### src/rtl/fullbridge_commutator_pkg.sv
package fullbridge_commutator_pkg;

  // strobes issued by the control FSM to the datapath
  typedef struct packed {
    logic cntClr;   // restart the gap counter and slope memory
    logic cntInc;   // advance the gap counter
    logic destB;    // pair the bridge is heading to (1 = pair B)
  } ctrlStrobe_t;

  // conditions reported by the datapath to the control FSM
  typedef struct packed {
    logic run;      // supply good, released, not disabled
    logic offSync;  // synchronized bridge-off
    logic target;   // wanted pair (1 = pair B)
    logic slopeOk;  // switching side reported its slope in this gap
    logic atMin;    // gap counter reached the minimum
    logic atTmo;    // gap counter reached the timeout
  } dpStatus_t;

  typedef enum logic [1:0] {
    PH_IDLE,
    PH_GAP,
    PH_DRIVE
  } phase_t;

  localparam logic [3:0] GATES_A = 4'b0011;
  localparam logic [3:0] GATES_B = 4'b1100;

endpackage

### src/rtl/fullbridge_sync.sv
module fullbridge_sync #(
  parameter int WIDTH = 1
) (
  input  logic             clk,
  input  logic             rstN,
  input  logic [WIDTH-1:0] asyncIn,
  output logic [WIDTH-1:0] syncOut
);

  logic [WIDTH-1:0] stage1;

  always_ff @(posedge clk or negedge rstN) begin
    if (!rstN) begin
      stage1  <= '0;
      syncOut <= '0;
    end else begin
      stage1  <= asyncIn;
      syncOut <= stage1;
    end
  end

endmodule

### src/rtl/fullbridge_datapath.sv
module fullbridge_datapath
  import fullbridge_commutator_pkg::*;
#(
  parameter int MIN_DEAD = 16,
  parameter int TIMEOUT  = 256
) (
  input  logic        clk,
  input  logic        rstN,
  input  logic        oscPulse,
  input  logic        extDrive,
  input  logic        useExt,
  input  logic        divEn,
  input  logic        slopeDoneLeft,
  input  logic        slopeDoneRight,
  input  logic        supplyOk,
  input  logic        startRelease,
  input  logic        bridgeOff,
  input  ctrlStrobe_t strobe,
  output dpStatus_t   status
);

  localparam int NSYNC = 7;
  localparam int CNT_W = $clog2(TIMEOUT + 1);
  localparam logic [CNT_W-1:0] MIN_LAST = CNT_W'(MIN_DEAD - 1);
  localparam logic [CNT_W-1:0] TMO_LAST = CNT_W'(TIMEOUT - 1);

  logic [NSYNC-1:0] rawIn;
  logic [NSYNC-1:0] syncIn;
  logic oscS, extS, slopeLS, slopeRS, supplyS, releaseS, offS;

  assign rawIn = {bridgeOff, startRelease, supplyOk, slopeDoneRight,
                  slopeDoneLeft, extDrive, oscPulse};

  fullbridge_sync #(.WIDTH(NSYNC)) uSync (
    .clk    (clk),
    .rstN   (rstN),
    .asyncIn(rawIn),
    .syncOut(syncIn)
  );

  assign {offS, releaseS, supplyS, slopeRS, slopeLS, extS, oscS} = syncIn;

  logic srcNow, srcPrev, srcFall, runNow;
  logic targetQ, slopeSeen, slopeNow;
  logic [CNT_W-1:0] gapCnt;

  assign srcNow   = useExt ? extS : oscS;
  assign srcFall  = srcPrev & ~srcNow;
  assign runNow   = supplyS & releaseS & ~offS;
  assign slopeNow = strobe.destB ? slopeLS : slopeRS;

  always_ff @(posedge clk or negedge rstN) begin
    if (!rstN) begin
      srcPrev <= 1'b0;
      targetQ <= 1'b0;
    end else begin
      srcPrev <= srcNow;
      if (!runNow)     targetQ <= 1'b0;
      else if (divEn)  targetQ <= srcFall ? ~targetQ : targetQ;
      else             targetQ <= ~srcNow;
    end
  end

  always_ff @(posedge clk or negedge rstN) begin
    if (!rstN) begin
      gapCnt    <= '0;
      slopeSeen <= 1'b0;
    end else if (strobe.cntClr) begin
      gapCnt    <= '0;
      slopeSeen <= 1'b0;
    end else begin
      if (strobe.cntInc) gapCnt <= gapCnt + 1'b1;
      if (slopeNow)      slopeSeen <= 1'b1;
    end
  end

  always_comb begin
    status.run     = runNow;
    status.offSync = offS;
    status.target  = targetQ;
    status.slopeOk = slopeSeen | slopeNow;
    status.atMin   = gapCnt >= MIN_LAST;
    status.atTmo   = gapCnt >= TMO_LAST;
  end

endmodule

### src/rtl/fullbridge_control.sv
module fullbridge_control
  import fullbridge_commutator_pkg::*;
(
  input  logic        clk,
  input  logic        rstN,
  input  dpStatus_t   status,
  output ctrlStrobe_t strobe,
  output logic [3:0]  gateRaw
);

  phase_t phase, phaseNxt;
  logic   activeB, initGap;
  logic   swapReq, gapDone;

  assign swapReq = (phase == PH_DRIVE) && (status.target != activeB);
  assign gapDone = (status.atMin && (initGap || status.slopeOk)) || status.atTmo;

  always_comb begin
    phaseNxt      = phase;
    strobe.cntClr = 1'b0;
    strobe.cntInc = 1'b0;
    strobe.destB  = activeB;
    if (!status.run) begin
      phaseNxt      = PH_IDLE;
      strobe.cntClr = 1'b1;
    end else begin
      unique case (phase)
        PH_IDLE: begin
          phaseNxt      = PH_GAP;
          strobe.cntClr = 1'b1;
        end
        PH_GAP: begin
          if (gapDone) phaseNxt = PH_DRIVE;
          else         strobe.cntInc = 1'b1;
        end
        PH_DRIVE: begin
          if (swapReq) begin
            phaseNxt      = PH_GAP;
            strobe.cntClr = 1'b1;
          end
        end
        default: phaseNxt = PH_IDLE;
      endcase
    end
  end

  always_ff @(posedge clk or negedge rstN) begin
    if (!rstN) begin
      phase   <= PH_IDLE;
      activeB <= 1'b0;
      initGap <= 1'b0;
    end else begin
      phase <= phaseNxt;
      if (!status.run || phase == PH_IDLE) begin
        activeB <= 1'b0;
        initGap <= status.run;
      end else if (swapReq) begin
        activeB <= status.target;
        initGap <= 1'b0;
      end
    end
  end

  assign gateRaw = (phase != PH_DRIVE) ? 4'b0000 : (activeB ? GATES_B : GATES_A);

endmodule

### src/rtl/fullbridge_commutator.sv
module fullbridge_commutator
  import fullbridge_commutator_pkg::*;
#(
  parameter int MIN_DEAD = 16,
  parameter int TIMEOUT  = 256
) (
  input  logic       clk,
  input  logic       rstN,
  input  logic       oscPulse,
  input  logic       extDrive,
  input  logic       useExt,
  input  logic       divEn,
  input  logic       slopeDoneLeft,
  input  logic       slopeDoneRight,
  input  logic       supplyOk,
  input  logic       startRelease,
  input  logic       bridgeOff,
  output logic [3:0] gateEn
);

  ctrlStrobe_t strobe;
  dpStatus_t   status;
  logic [3:0]  gateRaw;

  fullbridge_datapath #(.MIN_DEAD(MIN_DEAD), .TIMEOUT(TIMEOUT)) uDp (
    .clk           (clk),
    .rstN          (rstN),
    .oscPulse      (oscPulse),
    .extDrive      (extDrive),
    .useExt        (useExt),
    .divEn         (divEn),
    .slopeDoneLeft (slopeDoneLeft),
    .slopeDoneRight(slopeDoneRight),
    .supplyOk      (supplyOk),
    .startRelease  (startRelease),
    .bridgeOff     (bridgeOff),
    .strobe        (strobe),
    .status        (status)
  );

  fullbridge_control uCtl (
    .clk    (clk),
    .rstN   (rstN),
    .status (status),
    .strobe (strobe),
    .gateRaw(gateRaw)
  );

  // the synchronized disable masks the gates in the same cycle
  assign gateEn = gateRaw & {4{~status.offSync}};

endmodule

### config.mk
export PLATFORM = sky130hd
export DESIGN_NAME = fullbridge_commutator
export DESIGN_NICKNAME = d
export VERILOG_FILES = /design/src/rtl/fullbridge_commutator_pkg.sv /design/src/rtl/fullbridge_sync.sv /design/src/rtl/fullbridge_datapath.sv /design/src/rtl/fullbridge_control.sv /design/src/rtl/fullbridge_commutator.sv
export SDC_FILE = /design/constraint.sdc
export NUM_CORES = 1
export LEC_CHECK = 0
export BUFFER_PORTS_ARGS = -buffer_cell sky130_fd_sc_hd__clkbuf_2
export CAP_MARGIN = 15
export CORE_MARGIN = 2
export CORE_UTILIZATION = 56
export CTS_BUF_LIST = sky130_fd_sc_hd__clkbuf_8 sky130_fd_sc_hd__clkbuf_16
export DETAILED_ROUTE_END_ITERATION = 6
export PLACE_DENSITY = 0.77
export SKIP_CTS_REPAIR_TIMING = 1
export SYNTH_ARGS = -nofsm -noshare
export SYNTH_HDL_FRONTEND = slang
export SYNTH_HIERARCHICAL = 1
export SYNTH_SLANG_ARGS = --single-unit
export TNS_END_PERCENT = 10
### constraint.sdc
create_clock -name clk -period 2.8 [get_ports clk]
set_input_delay 0.28 -clock clk [delete_from_list [all_inputs] [get_ports clk]]
set_output_delay 0.28 -clock clk [all_outputs]
set_load 0.02 [all_outputs]
==> run_results.csv, run 1 <==
group,metric,value,unit
worst_setup_path,critical_path.startpoint_type,"flip-flop",
worst_setup_path,crit_path_class,"flip-flop to flip-flop",
worst_setup_path,worstPathMaxFanout,8,
synth,leading_cell_type_by_number_of_instances_after_synthesis,"sky130_fd_sc_hd__dfrtp_1",
placement,placement.io_buffers,14,
finish,finalCoreUtilization,0.681,
synth,synth_compound_gate_area_share,0.125,
detailed_routing,detail_route.iter0.violations,8,
flow_run,cap_violations,0,
power,total_leakage_power,0.657,nW
worst_setup_path,setup.worst_path.start,"uDp/gapCnt[0]",
global_route,global_routing_usage_summed_across_all_routing_layers,0.177,
worst_setup_path,r2r_slack,410,ps
synth,muxShareOfSynthArea,0.0165,
worst_setup_path,worstPathCellList,"ha_1 > nand2_1 > nor3_1 > ha_1 > nor2_1 > o31ai_1 > nor3_1 > buf_4 > o2111ai_4 > or3_1 > a21oi_1",
sta,finalCriticalPeriod,2390,ps
clock_network,clk-insertion-delay-late,280,ps
sta,setup_viol_count_final,0,
finish,drive_gt1_frac,0.225,
synth,synthTopCellsByArea,"sky130_fd_sc_hd__dfrtp_1 58%, sky130_fd_sc_hd__buf_4 4.1%, sky130_fd_sc_hd__nor2b_1 3.9%",
worst_setup_path,worstSetupEndpointType,"flip-flop",
clock_network,clock_tree.root_cell,"sky130_fd_sc_hd__clkbuf_8",
synth,post_synth_num_cell_types,33,
sta,totalNegativeSetupSlack,0,ps
placement,globalplace.congestion,0.845,
finish,finish.net_count,141,
detailed_routing,vias_per_cell,5.21,
synth,synth_top_family_by_area,"simple AND/OR/NAND/NOR gates",
worst_setup_path,worstReg2RegStart,"uDp/gapCnt[0]",
sta,skew,0.524,ps
floorplan,core_area,2190,µm²
floorplan,floorplan.die.height,51.9,µm
sta,fmaxAchievable,419,MHz
global_route,number_of_antenna_violations_at_the_first_check_in_global_routing,0,
worst_setup_path,worst_path_max_delay_cell,"sky130_fd_sc_hd__dfrtp_1",
global_route,grt_pass1_vias,776,
synth,synth-warning-count,6,
synth,synth_top_cell_by_area,"sky130_fd_sc_hd__dfrtp_1",
run_status,outcome,"completed",
worst_setup_path,critPathMaxStageDelay,460,ps
sta,finalCritPeriodShare,0.853,
sta,finalHoldViolCount,0,
floorplan,design.portCount,15,
detailed_routing,drtPass1Iterations,4,
synth,post_synth_and_or_nand_nor_area_fraction,0.172,
power,power.ir.vdd_worst,0.734,mV
synth,synth_largest_type_area_fraction,0.584,
global_route,grt_max_degree,31,
synth,synth_edf_count,0,
sta,worst_hold_slack,45.2,ps
detailed_routing,ant_nets,0,
sta,final_count_of_pins_violating_max_slew,0,
floorplan,floorplan.die_area,2700,µm²
detailed_routing,avgRoutedWirePerCell,12.2,µm
worst_setup_path,cp.required,3000,ps
finish,area_added_between_synthesis_and_finish,16.1,%
synth,commonest_register_cell_after_synthesis,"sky130_fd_sc_hd__dfrtp_1",
synth,synthArstFlopShare,1.00,
sta,max-slew-margin-rel,0.526,
finish,multi_input_area,472,µm²
synth,proportion_of_synthesized_chip_area_in_sequential_cells,0.584,
floorplan,rows,17,
floorplan,start_util,0.587,
synth,synth_seq_cells,30,
power,p_per_area,674,nW/µm²
finish,finished_layout_cell_area,1490,µm²
synth,netlist_top_cells_count,"30 x sky130_fd_sc_hd__dfrtp_1, 9 x sky130_fd_sc_hd__nor2_1, 8 x sky130_fd_sc_hd__nor2b_1",
synth,synth_adder_area_share,0.0195,
sta,tightestPinTransition,711,ps
sta,rsz0062_at_grt,"false",
synth,synthesis.area_per_instance,11.4,µm²
clock_network,h-tree-depth,2,
placement,dpl.cell_count,149,
synth,syn-num-nets,126,
detailed_routing,drc,0,
clock_network,tritoncts,"yes",
detailed_routing,routed_wl,1.92,mm
clock_network,cts.reportedPaths.clkPinSlew,60,ps
clock_network,clock_sink_count,30,
finish,register_area,751,µm²
finish,fill_cells,163,
synth,post_synth_instance_area,1290,µm²
clock_network,total_clock_buffers_created_by_cts,5,
clock_network,clock_path_buffers,2,
placement,dpl_cell_area,1350,µm²
global_route,gr-total-overflow,0,
global_route,global_route_wire_length_before_repair,3.25,mm
worst_setup_path,cp_data_arrival_time,2590,ps
synth,postSynthCellCount,113,
finish,antenna_cells_inserted,0,
synth,post_synthesis_xor_xnor_area_fraction,0.0340,
worst_hold_path,hp-class,"input pin to async pin",
detailed_routing,vias,818,
floorplan,die_width,51.9,µm
finish,final_cell_count_no_fill,157,
[metal layers]
layer  wire (µm)  global-route usage  vias up
met5           0                   0        -
met4          55               0.136        0
met1         882               0.205      382
li1            -                   -      412
met3          91              0.0575        7
met2         890               0.270       17
[registers in the layout, summed over array words and instances, names as in the netlist]
| name | count |
|---|---|
| uDp/gapCnt | 9 |
| uDp/uSync/stage1 | 7 |
| uDp/uSync/syncOut | 7 |
| uCtl/phase | 2 |
| uCtl/activeB | 1 |
| uCtl/initGap | 1 |
| uDp/slopeSeen | 1 |
| uDp/srcPrev | 1 |
| uDp/targetQ | 1 |
[cell type report]
| type | instances | share of cell area |
|---|---|---|
| clock buffer | 6 | 0.0553 |
| clock inverter | 2 | 0.0402 |
| inverter | 2 | 0.00503 |
| multi-input combinational | 73 | 0.316 |
| sequential | 30 | 0.503 |
| tap | 28 | 0.0235 |
| timing repair buffer | 16 | 0.0570 |
[final timing paths]
check / endpoint / depth (start not counted)
setup / recovery: uDp/gapCnt[7] / 11
setup reg to reg: uDp/gapCnt[7] / 11
hold reg to reg: uDp/uSync/syncOut[4] / 0
hold / removal: uDp/srcPrev / 1
min in group clk: uDp/uSync/stage1[4] / 1
max in group asynchronous: uDp/gapCnt[4] / 1
[power breakdown]
| part | internal (W) | total [W] | switching (W) |
|---|---|---|---|
| logic | 0.0000113 | 0.0000267 | 0.0000154 |
| clock network | 0.000379 | 0.000527 | 0.000148 |
| registers | 0.000447 | 0.000452 | 0.00000567 |
| total | 0.000837 | 0.00101 | 0.000169 |
[critical path: cells and delay by family (launching register included)]
kind	cells	cell delay [ps]
simple gates	5	800
fa+ha+maj	2	450
buf+inv	1	200
flops	1	460
compound gates	3	390
[metrics by stage]
step                setup slack [ps]  total power (W)
finish                           411          0.00101
global route                     244          0.00104
CTS                              409          0.00102
detailed placement               447         0.000487
global placement                 535         0.000485
floorplan                        614         0.000470
[kinds of logic after synthesis]
kind of cell,count (synthesis)
XOR/XNOR,5
adder cells (fa/ha/maj),2
flip-flops,30
multiplexers,2
buffers and inverters,10
AO/OA/AOI/OAI,22
AND/OR/NAND/NOR,42
[cell usage in the layout (no fill, tap or decap), types with 2 or more instances in the layout]
cell,n
sky130_fd_sc_hd__ha_1,2
sky130_fd_sc_hd__nor2_1,9
sky130_fd_sc_hd__nand4_1,2
sky130_fd_sc_hd__o21ai_0,5
sky130_fd_sc_hd__xor2_1,3
sky130_fd_sc_hd__or3_1,3
sky130_fd_sc_hd__clkbuf_8,6
sky130_fd_sc_hd__dfrtp_1,30
sky130_fd_sc_hd__nand2_1,6
sky130_fd_sc_hd__nand2b_1,2
sky130_fd_sc_hd__o21a_1,3
sky130_fd_sc_hd__nor3_1,3
sky130_fd_sc_hd__inv_1,2
sky130_fd_sc_hd__a21oi_1,6
sky130_fd_sc_hd__xnor2_1,2
sky130_fd_sc_hd__clkbuf_2,14
sky130_fd_sc_hd__nor2b_1,8
sky130_fd_sc_hd__buf_4,2
sky130_fd_sc_hd__nand3_1,4
sky130_fd_sc_hd__bufinv_16,2
No activity file was read; power rests on OpenSTA's default activity.
==> run 2, diff against run 1 <==
--- a/config.mk
+++ b/config.mk
@@ -8,10 +8,10 @@
 export BUFFER_PORTS_ARGS = -buffer_cell sky130_fd_sc_hd__clkbuf_2
 export CAP_MARGIN = 15
 export CORE_MARGIN = 2
-export CORE_UTILIZATION = 56
+export CORE_UTILIZATION = 55
 export CTS_BUF_LIST = sky130_fd_sc_hd__clkbuf_8 sky130_fd_sc_hd__clkbuf_16
 export DETAILED_ROUTE_END_ITERATION = 6
-export PLACE_DENSITY = 0.77
+export PLACE_DENSITY = 0.76
 export SKIP_CTS_REPAIR_TIMING = 1
 export SYNTH_ARGS = -nofsm -noshare
 export SYNTH_HDL_FRONTEND = slang
==> run 2 against run 1 <==
Net effect:
- wire length grew 5.0%
- global-route usage grew 0.74 points
- setup slack lost 13 ps
- critical path depth is the same
- critical path type unchanged
==> run_results.csv, run 2 (synthesis results as in run 1) <==
group,metric,value,unit
global_route,grt_pass1_vias,791,
worst_setup_path,critical_path.startpoint_type,"flip-flop",
global_route,grt_max_degree,31,
power,pwr-share-comb,0.025,
sta,fmaxAchievable,416,MHz
sta,finalCriticalPeriod,2400,ps
power,power.ir.vdd_worst,0.519,mV
detailed_routing,ant_nets,0,
sta,setup_viol_count_final,0,
sta,skew,6.67,ps
run_status,outcome,"completed",
global_route,global_routing_usage_summed_across_all_routing_layers,0.185,
finish,finished_layout_cell_area,1490,µm²
worst_setup_path,cp.required,2990,ps
clock_network,clock_tree.root_cell,"sky130_fd_sc_hd__clkbuf_8",
worst_setup_path,cp_data_arrival_time,2590,ps
power,intPower,0.000836,W
placement,dpl_cell_area,1340,µm²
power,power,0.00101,W
floorplan,rows,17,
power,switchingPower,0.000174,W
sta,finalHoldViolCount,0,
sta,tightestPinTransition,706,ps
worst_setup_path,r2r_cells,11,
power,total_leakage_power,0.652,nW
clock_network,clk-insertion-delay-late,270,ps
worst_setup_path,crit_path_class,"flip-flop to flip-flop",
floorplan,floorplan.die.height,52.4,µm
detailed_routing,drc,0,
detailed_routing,avgRoutedWirePerCell,12.9,µm
finish,final_common_cell,"sky130_fd_sc_hd__dfrtp_1",
detailed_routing,vias_per_cell,5.24,
finish,fill_cells,166,
finish,largest_regs,"uDp/gapCnt: 9 flops, uDp/uSync/stage1: 7 flops, uDp/uSync/syncOut: 7 flops",
finish,largest_reg_flops,9,
flow_run,cap_violations,0,
worst_setup_path,buf_inv_stages_crit_path,1,
worst_setup_path,worst_path_dominant_cell_family,"simple AND/OR/NAND/NOR gates",
placement,globalplace.congestion,0.743,
floorplan,die_width,52.4,µm
clock_network,total_clock_buffers_created_by_cts,5,
clock_network,tritoncts,"yes",
sta,rsz0062_at_grt,"false",
power,p_per_area,681,nW/µm²
finish,finish.net_count,140,
finish,multi_input_area,472,µm²
floorplan,floorplan.die_area,2740,µm²
detailed_routing,routed_wl,2.02,mm
finish,regMostFlops,"uDp/gapCnt",
global_route,number_of_antenna_violations_at_the_first_check_in_global_routing,0,
floorplan,start_util,0.581,
global_route,global_route_wire_length_before_repair,3.46,mm
sta,finalCritPeriodShare,0.858,
sta,max-slew-margin-rel,0.529,
power,seq_power_share,0.447,
finish,drive_gt1_frac,0.219,
worst_setup_path,timing.critical_path.depth,11,
worst_setup_path,worstPathCellList,"ha_1 > nand2_1 > nor3_1 > ha_1 > nor2_1 > o31ai_1 > nor3_1 > buf_4 > o2111ai_4 > or3_1 > a21oi_1",
clock_network,clock_sink_count,30,
finish,area_added_between_synthesis_and_finish,15.5,%
detailed_routing,vias,818,
finish,register_area,751,µm²
placement,placement.io_buffers,14,
worst_setup_path,worst_path_max_delay_cell,"sky130_fd_sc_hd__dfrtp_1",
finish,antenna_cells_inserted,0,
detailed_routing,drtPass1Iterations,4,
clock_network,clock_path_buffers,2,
power,clock_power_share,0.527,
detailed_routing,detail_route.iter0.violations,7,
finish,layout.cells.most_common_list,"30 x sky130_fd_sc_hd__dfrtp_1, 14 x sky130_fd_sc_hd__clkbuf_2, 9 x sky130_fd_sc_hd__nor2_1",
global_route,gr-total-overflow,0,
worst_setup_path,worstSetupEndpointType,"flip-flop",
floorplan,design.portCount,15,
worst_setup_path,critPathMaxStageDelay,450,ps
sta,totalNegativeSetupSlack,0,ps
clock_network,cts.reportedPaths.clkPinSlew,60,ps
worst_setup_path,worstPathMaxFanout,8,
floorplan,core_area,2210,µm²
placement,detailedPlacementHpwl,1.47,mm
clock_network,h-tree-depth,2,
power,switching_share,0.173,
worst_hold_path,hp-class,"input pin to async pin",
sta,final_count_of_pins_violating_max_slew,0,
==> run 2: cell types whose count changed in the layout (fill, tap and decap cells not counted), sizes merged <==
cell	before	now
buf	2	1
==> run 2: through the flow <==
stage / instances / setup slack (ps) / util / hold WS (ps)
finish: 156 / 399 / 0.671 / 39.8
global route: 156 / 256 / 0.671 / 90.4
CTS: 156 / 412 / 0.671 / 67.6
detailed placement: 148 / 428 / 0.607 / 335
global placement: 148 / 536 / 0.607 / 332
floorplan: 113 / 614 / - / -15.6
==> run 2: power groups by stage <==
| stage | combinational [W] | clock (W) | sequential, W |
|---|---|---|---|
| floorplan | 0.0000115 | 0 | 0.000458 |
| global placement | 0.0000256 | 0 | 0.000459 |
| detailed placement | 0.0000267 | 0 | 0.000460 |
| CTS | 0.0000268 | 0.000545 | 0.000452 |
| global route | 0.0000300 | 0.000561 | 0.000453 |
| finish | 0.0000257 | 0.000533 | 0.000452 |
==> run 2: final timing paths <==
path | start | slack (ps) | endpoint
setup / recovery | uDp/gapCnt[0] | 400 | uDp/gapCnt[7]
hold / removal | rstN | 40 | uDp/uSync/syncOut[6]
setup reg to reg | uDp/gapCnt[0] | 400 | uDp/gapCnt[7]
hold reg to reg | uDp/uSync/stage1[5] | 340 | uDp/uSync/syncOut[5]
max in group asynchronous | rstN | 2300 | uCtl/initGap
min in group clk | bridgeOff | 110 | uDp/uSync/stage1[6]
==> run 2: worst register-to-register path, cell delays in order, from the launching register on <==
cell and delay [ps]:
sky130_fd_sc_hd__dfrtp_1 450, sky130_fd_sc_hd__ha_1 290, sky130_fd_sc_hd__nand2_1 90, sky130_fd_sc_hd__nor3_1 50
sky130_fd_sc_hd__ha_1 180, sky130_fd_sc_hd__nor2_1 80, sky130_fd_sc_hd__o31ai_1 110, sky130_fd_sc_hd__nor3_1 200
sky130_fd_sc_hd__buf_4 200, sky130_fd_sc_hd__o2111ai_4 140, sky130_fd_sc_hd__or3_1 370, sky130_fd_sc_hd__a21oi_1 160
==> run 2: routing by layer <==
metal / wire length (µm) / track usage
met1: 946 / 0.215
met2: 964 / 0.298
met3: 88 / 0.0771
met4: 16 / 0.0769
met5: 0 / 0
==> run 2: cell type report <==
type / count / area share
Sequential cell: 30 / 0.505
Inverter: 2 / 0.00505
Timing Repair Buffer: 15 / 0.0522
Clock inverter: 2 / 0.0404
Tap cell: 28 / 0.0236
Clock buffer: 6 / 0.0556
Multi-Input combinational cell: 73 / 0.318
==> run 3, diff against run 2 <==
--- a/config.mk
+++ b/config.mk
@@ -5,6 +5,7 @@
 export SDC_FILE = /design/constraint.sdc
 export NUM_CORES = 1
 export LEC_CHECK = 0
+export ABC_AREA = 1
 export BUFFER_PORTS_ARGS = -buffer_cell sky130_fd_sc_hd__clkbuf_2
 export CAP_MARGIN = 15
 export CORE_MARGIN = 2
==> run 3 against run 2 <==
Net effect:
- sequential power about the same
- die area increased by 4.0%
- final area is 1.3% higher
- count of clock-buffer cells in the layout unchanged
- via count up 20%
- clock power is 33% lower
==> run_results.csv, run 3 <==
group,metric,value,unit
finish,antenna_cells_inserted,0,
power,intPower,0.000654,W
finish,largest_regs,"uDp/gapCnt: 9 flops, uDp/uSync/stage1: 7 flops, uDp/uSync/syncOut: 7 flops",
finish,final_common_cell,"sky130_fd_sc_hd__nand2_1",
worst_setup_path,critPathMaxStageDelay,420,ps
finish,area_added_between_synthesis_and_finish,12.1,%
synth,netlist_top_cells_count,"33 x sky130_fd_sc_hd__nand2_1, 30 x sky130_fd_sc_hd__dfrtp_1, 28 x sky130_fd_sc_hd__inv_1, 28 x sky130_fd_sc_hd__nor2_1",
power,total_leakage_power,0.751,nW
power,p_per_area,557,nW/µm²
finish,regMostFlops,"uDp/gapCnt",
floorplan,design.portCount,15,
floorplan,die_width,53.4,µm
flow_run,cap_violations,0,
worst_setup_path,worst_path_max_delay_cell,"sky130_fd_sc_hd__dfrtp_1",
clock_network,tritoncts,"yes",
sta,finalHoldViolCount,0,
clock_network,clock_path_buffers,2,
clock_network,clk-insertion-delay-late,280,ps
synth,post_synth_instance_area,1340,µm²
detailed_routing,vias_per_cell,4.80,
floorplan,start_util,0.595,
global_route,gr-total-overflow,0,
power,power.ir.vdd_worst,0.569,mV
detailed_routing,detail_route.iter0.violations,10,
power,pwr-share-comb,0.037,
power,switching_share,0.220,
sta,rsz0062_at_grt,"false",
sta,tightestPinTransition,703,ps
floorplan,floorplan.die.height,53.4,µm
worst_setup_path,cpMostUsedCell,"sky130_fd_sc_hd__nor2_1",
synth,synth_largest_type_area_fraction,0.560,
synth,leading_cell_type_by_number_of_instances_after_synthesis,"sky130_fd_sc_hd__nand2_1",
global_route,grt_pass1_vias,877,
global_route,number_of_antenna_violations_at_the_first_check_in_global_routing,0,
synth,proportion_of_synthesized_chip_area_in_sequential_cells,0.560,
worst_hold_path,hp-class,"input pin to async pin",
worst_setup_path,r2r_slack,660,ps
sta,final.setup.worst_slack,664,ps
finish,drive_gt1_frac,0.158,
synth,synth_seq_cells,30,
sta,max-slew-margin-rel,0.532,
synth,syn-num-nets,173,
run_status,outcome,"completed",
worst_setup_path,cp_data_arrival_time,2300,ps
global_route,global_routing_usage_summed_across_all_routing_layers,0.190,
placement,pre_cts_slack,671,ps
clock_network,clock_sink_count,30,
placement,dpl.cell_count,197,
sta,fmaxAchievable,468,MHz
placement,placement.io_buffers,14,
worst_setup_path,cp.required,2970,ps
clock_network,cts.reportedPaths.clkPinSlew,70,ps
sta,totalNegativeSetupSlack,0,ps
detailed_routing,ant_nets,0,
detailed_routing,routed_wl,2.15,mm
power,seq_power_share,0.539,
worst_setup_path,worstPathMaxFanout,6,
sta,final_count_of_pins_violating_max_slew,0,
floorplan,rows,17,
global_route,grt_max_degree,31,
finish,finish.net_count,189,
synth,commonest_register_cell_after_synthesis,"sky130_fd_sc_hd__dfrtp_1",
clock_network,total_clock_buffers_created_by_cts,5,
synth,synth-warning-count,6,
floorplan,core_area,2250,µm²
detailed_routing,vias,984,
synth,postSynthCellCount,160,
clock_network,clock_tree.root_cell,"sky130_fd_sc_hd__clkbuf_8",
worst_setup_path,critical_path.startpoint_type,"flip-flop",
sta,finalCriticalPeriod,2140,ps
power,power,0.000838,W
detailed_routing,drtPass1Iterations,6,
detailed_routing,drc,0,
floorplan,floorplan.die_area,2850,µm²
synth,synth_top_cell_by_area,"sky130_fd_sc_hd__dfrtp_1",
sta,skew,6.43,ps
synth,synthTopCellsByArea,"sky130_fd_sc_hd__dfrtp_1 56%, sky130_fd_sc_hd__nand2_1 9.2%, sky130_fd_sc_hd__inv_1 7.8%",
finish,layout.cells.most_common_list,"33 x sky130_fd_sc_hd__nand2_1, 30 x sky130_fd_sc_hd__dfrtp_1, 28 x sky130_fd_sc_hd__inv_1, 28 x sky130_fd_sc_hd__nor2_1, 14 x sky130_fd_sc_hd__clkbuf_2",
sta,finalCritPeriodShare,0.763,
worst_setup_path,r2r_cells,14,
worst_setup_path,critical_path.reg2reg.endpoint,"uDp/gapCnt[7]",
finish,largest_reg_flops,9,
placement,globalplace.congestion,0.812,
placement,detailedPlacementHpwl,1.56,mm
clock_network,h-tree-depth,2,
detailed_routing,avgRoutedWirePerCell,10.5,µm
worst_setup_path,crit_path_class,"flip-flop to flip-flop",
worst_setup_path,worstPathCellList,"ha_1 > nand2_1 > nor2_1 > ha_1 > nor2_1 > o21ai_1 > nor2_1 > nand2_1 > inv_1 > nor2_4 > nor2_4 > nand3_1 > nand2_1 > nor2_1",
power,switchingPower,0.000184,W
sta,setup_viol_count_final,0,
synth,synth_edf_count,0,
synth,synthArstFlopShare,1.00,
synth,synthesis.area_per_instance,8.38,µm²
power,clock_power_share,0.424,
finish,final_cell_count_no_fill,205,
global_route,global_route_wire_length_before_repair,3.61,mm
worst_setup_path,worstSetupEndpointType,"flip-flop",
worst_setup_path,worstReg2RegStart,"uDp/gapCnt[0]",
synth,post_synth_num_cell_types,17,
-- run 3: how the worst max path moves through the flow --
stage	start	endpoint	slack [ps]	cells past startpoint
final	uDp/gapCnt[0]	uDp/gapCnt[7]	660	14
after floorplan	uDp/gapCnt[0]	uDp/gapCnt[7]	900	14
after global placement	uDp/gapCnt[0]	uDp/gapCnt[7]	790	14
after CTS	uDp/gapCnt[0]	uDp/gapCnt[7]	660	14
after global routing	uDp/gapCnt[0]	uDp/gapCnt[7]	400	14
after detailed placement	uDp/gapCnt[0]	uDp/gapCnt[7]	670	14
-- run 3: logic make-up (layout without fill, tap and decap cells) --
logic type                 count (synthesis)  after routing  synth area share
and+or+nand+nor                           78             78             0.248
buffers and inverters                     34             51             0.109
DFF                                       30             30             0.560
AOI/OAI and AO/OA                         15             15            0.0578
adders and majority gates                  2              2            0.0187
xor gates and xnor gates                   1              1           0.00653
-- run 3: metrics by stage --
stage | hold slack [ps] | utilization | instance area [µm²]
after floorplan | -15.6 | - | 1340
after global placement | 333 | 0.625 | 1410
after detailed placement | 335 | 0.625 | 1410
after CTS | 56.9 | 0.667 | 1500
after global routing | 89.2 | 0.667 | 1500
final | 35.1 | 0.667 | 1500
-- run 3: power groups by stage --
stage	logic, W	registers (W)	clock network [W]
floorplan	0.0000156	0.000458	0
global placement	0.0000307	0.000459	0
detailed placement	0.0000318	0.000460	0
CTS	0.0000319	0.000452	0.000369
global route	0.0000368	0.000452	0.000388
finish	0.0000310	0.000452	0.000356
-- run 3: worst max-delay path, delay by kind of cell (launching register included) --
family / cells / cell delay (ps)
AND/OR/NAND/NOR: 10 / 900
buffers and inverters: 1 / 200
flip-flops: 1 / 420
AO/OA/AOI/OAI: 1 / 70
adder cells (fa/ha/maj): 2 / 420
-- run 3: layout make-up --
class / count / area [µm²]
fillers: 190 / 751
inverters: 29 / 109
well taps: 28 / 35.0
clock buffers: 6 / 82.6
repair buffers: 14 / 70.1
multi-input cells: 96 / 444
flip-flops and latches: 30 / 751
clock inverters: 2 / 12.5
-- run 3: metal layers --
metal  track usage  share of wire
met3        0.0763          0.047
met4         0.103          0.014
met5             0              0
met1         0.222           0.46
met2         0.294           0.47
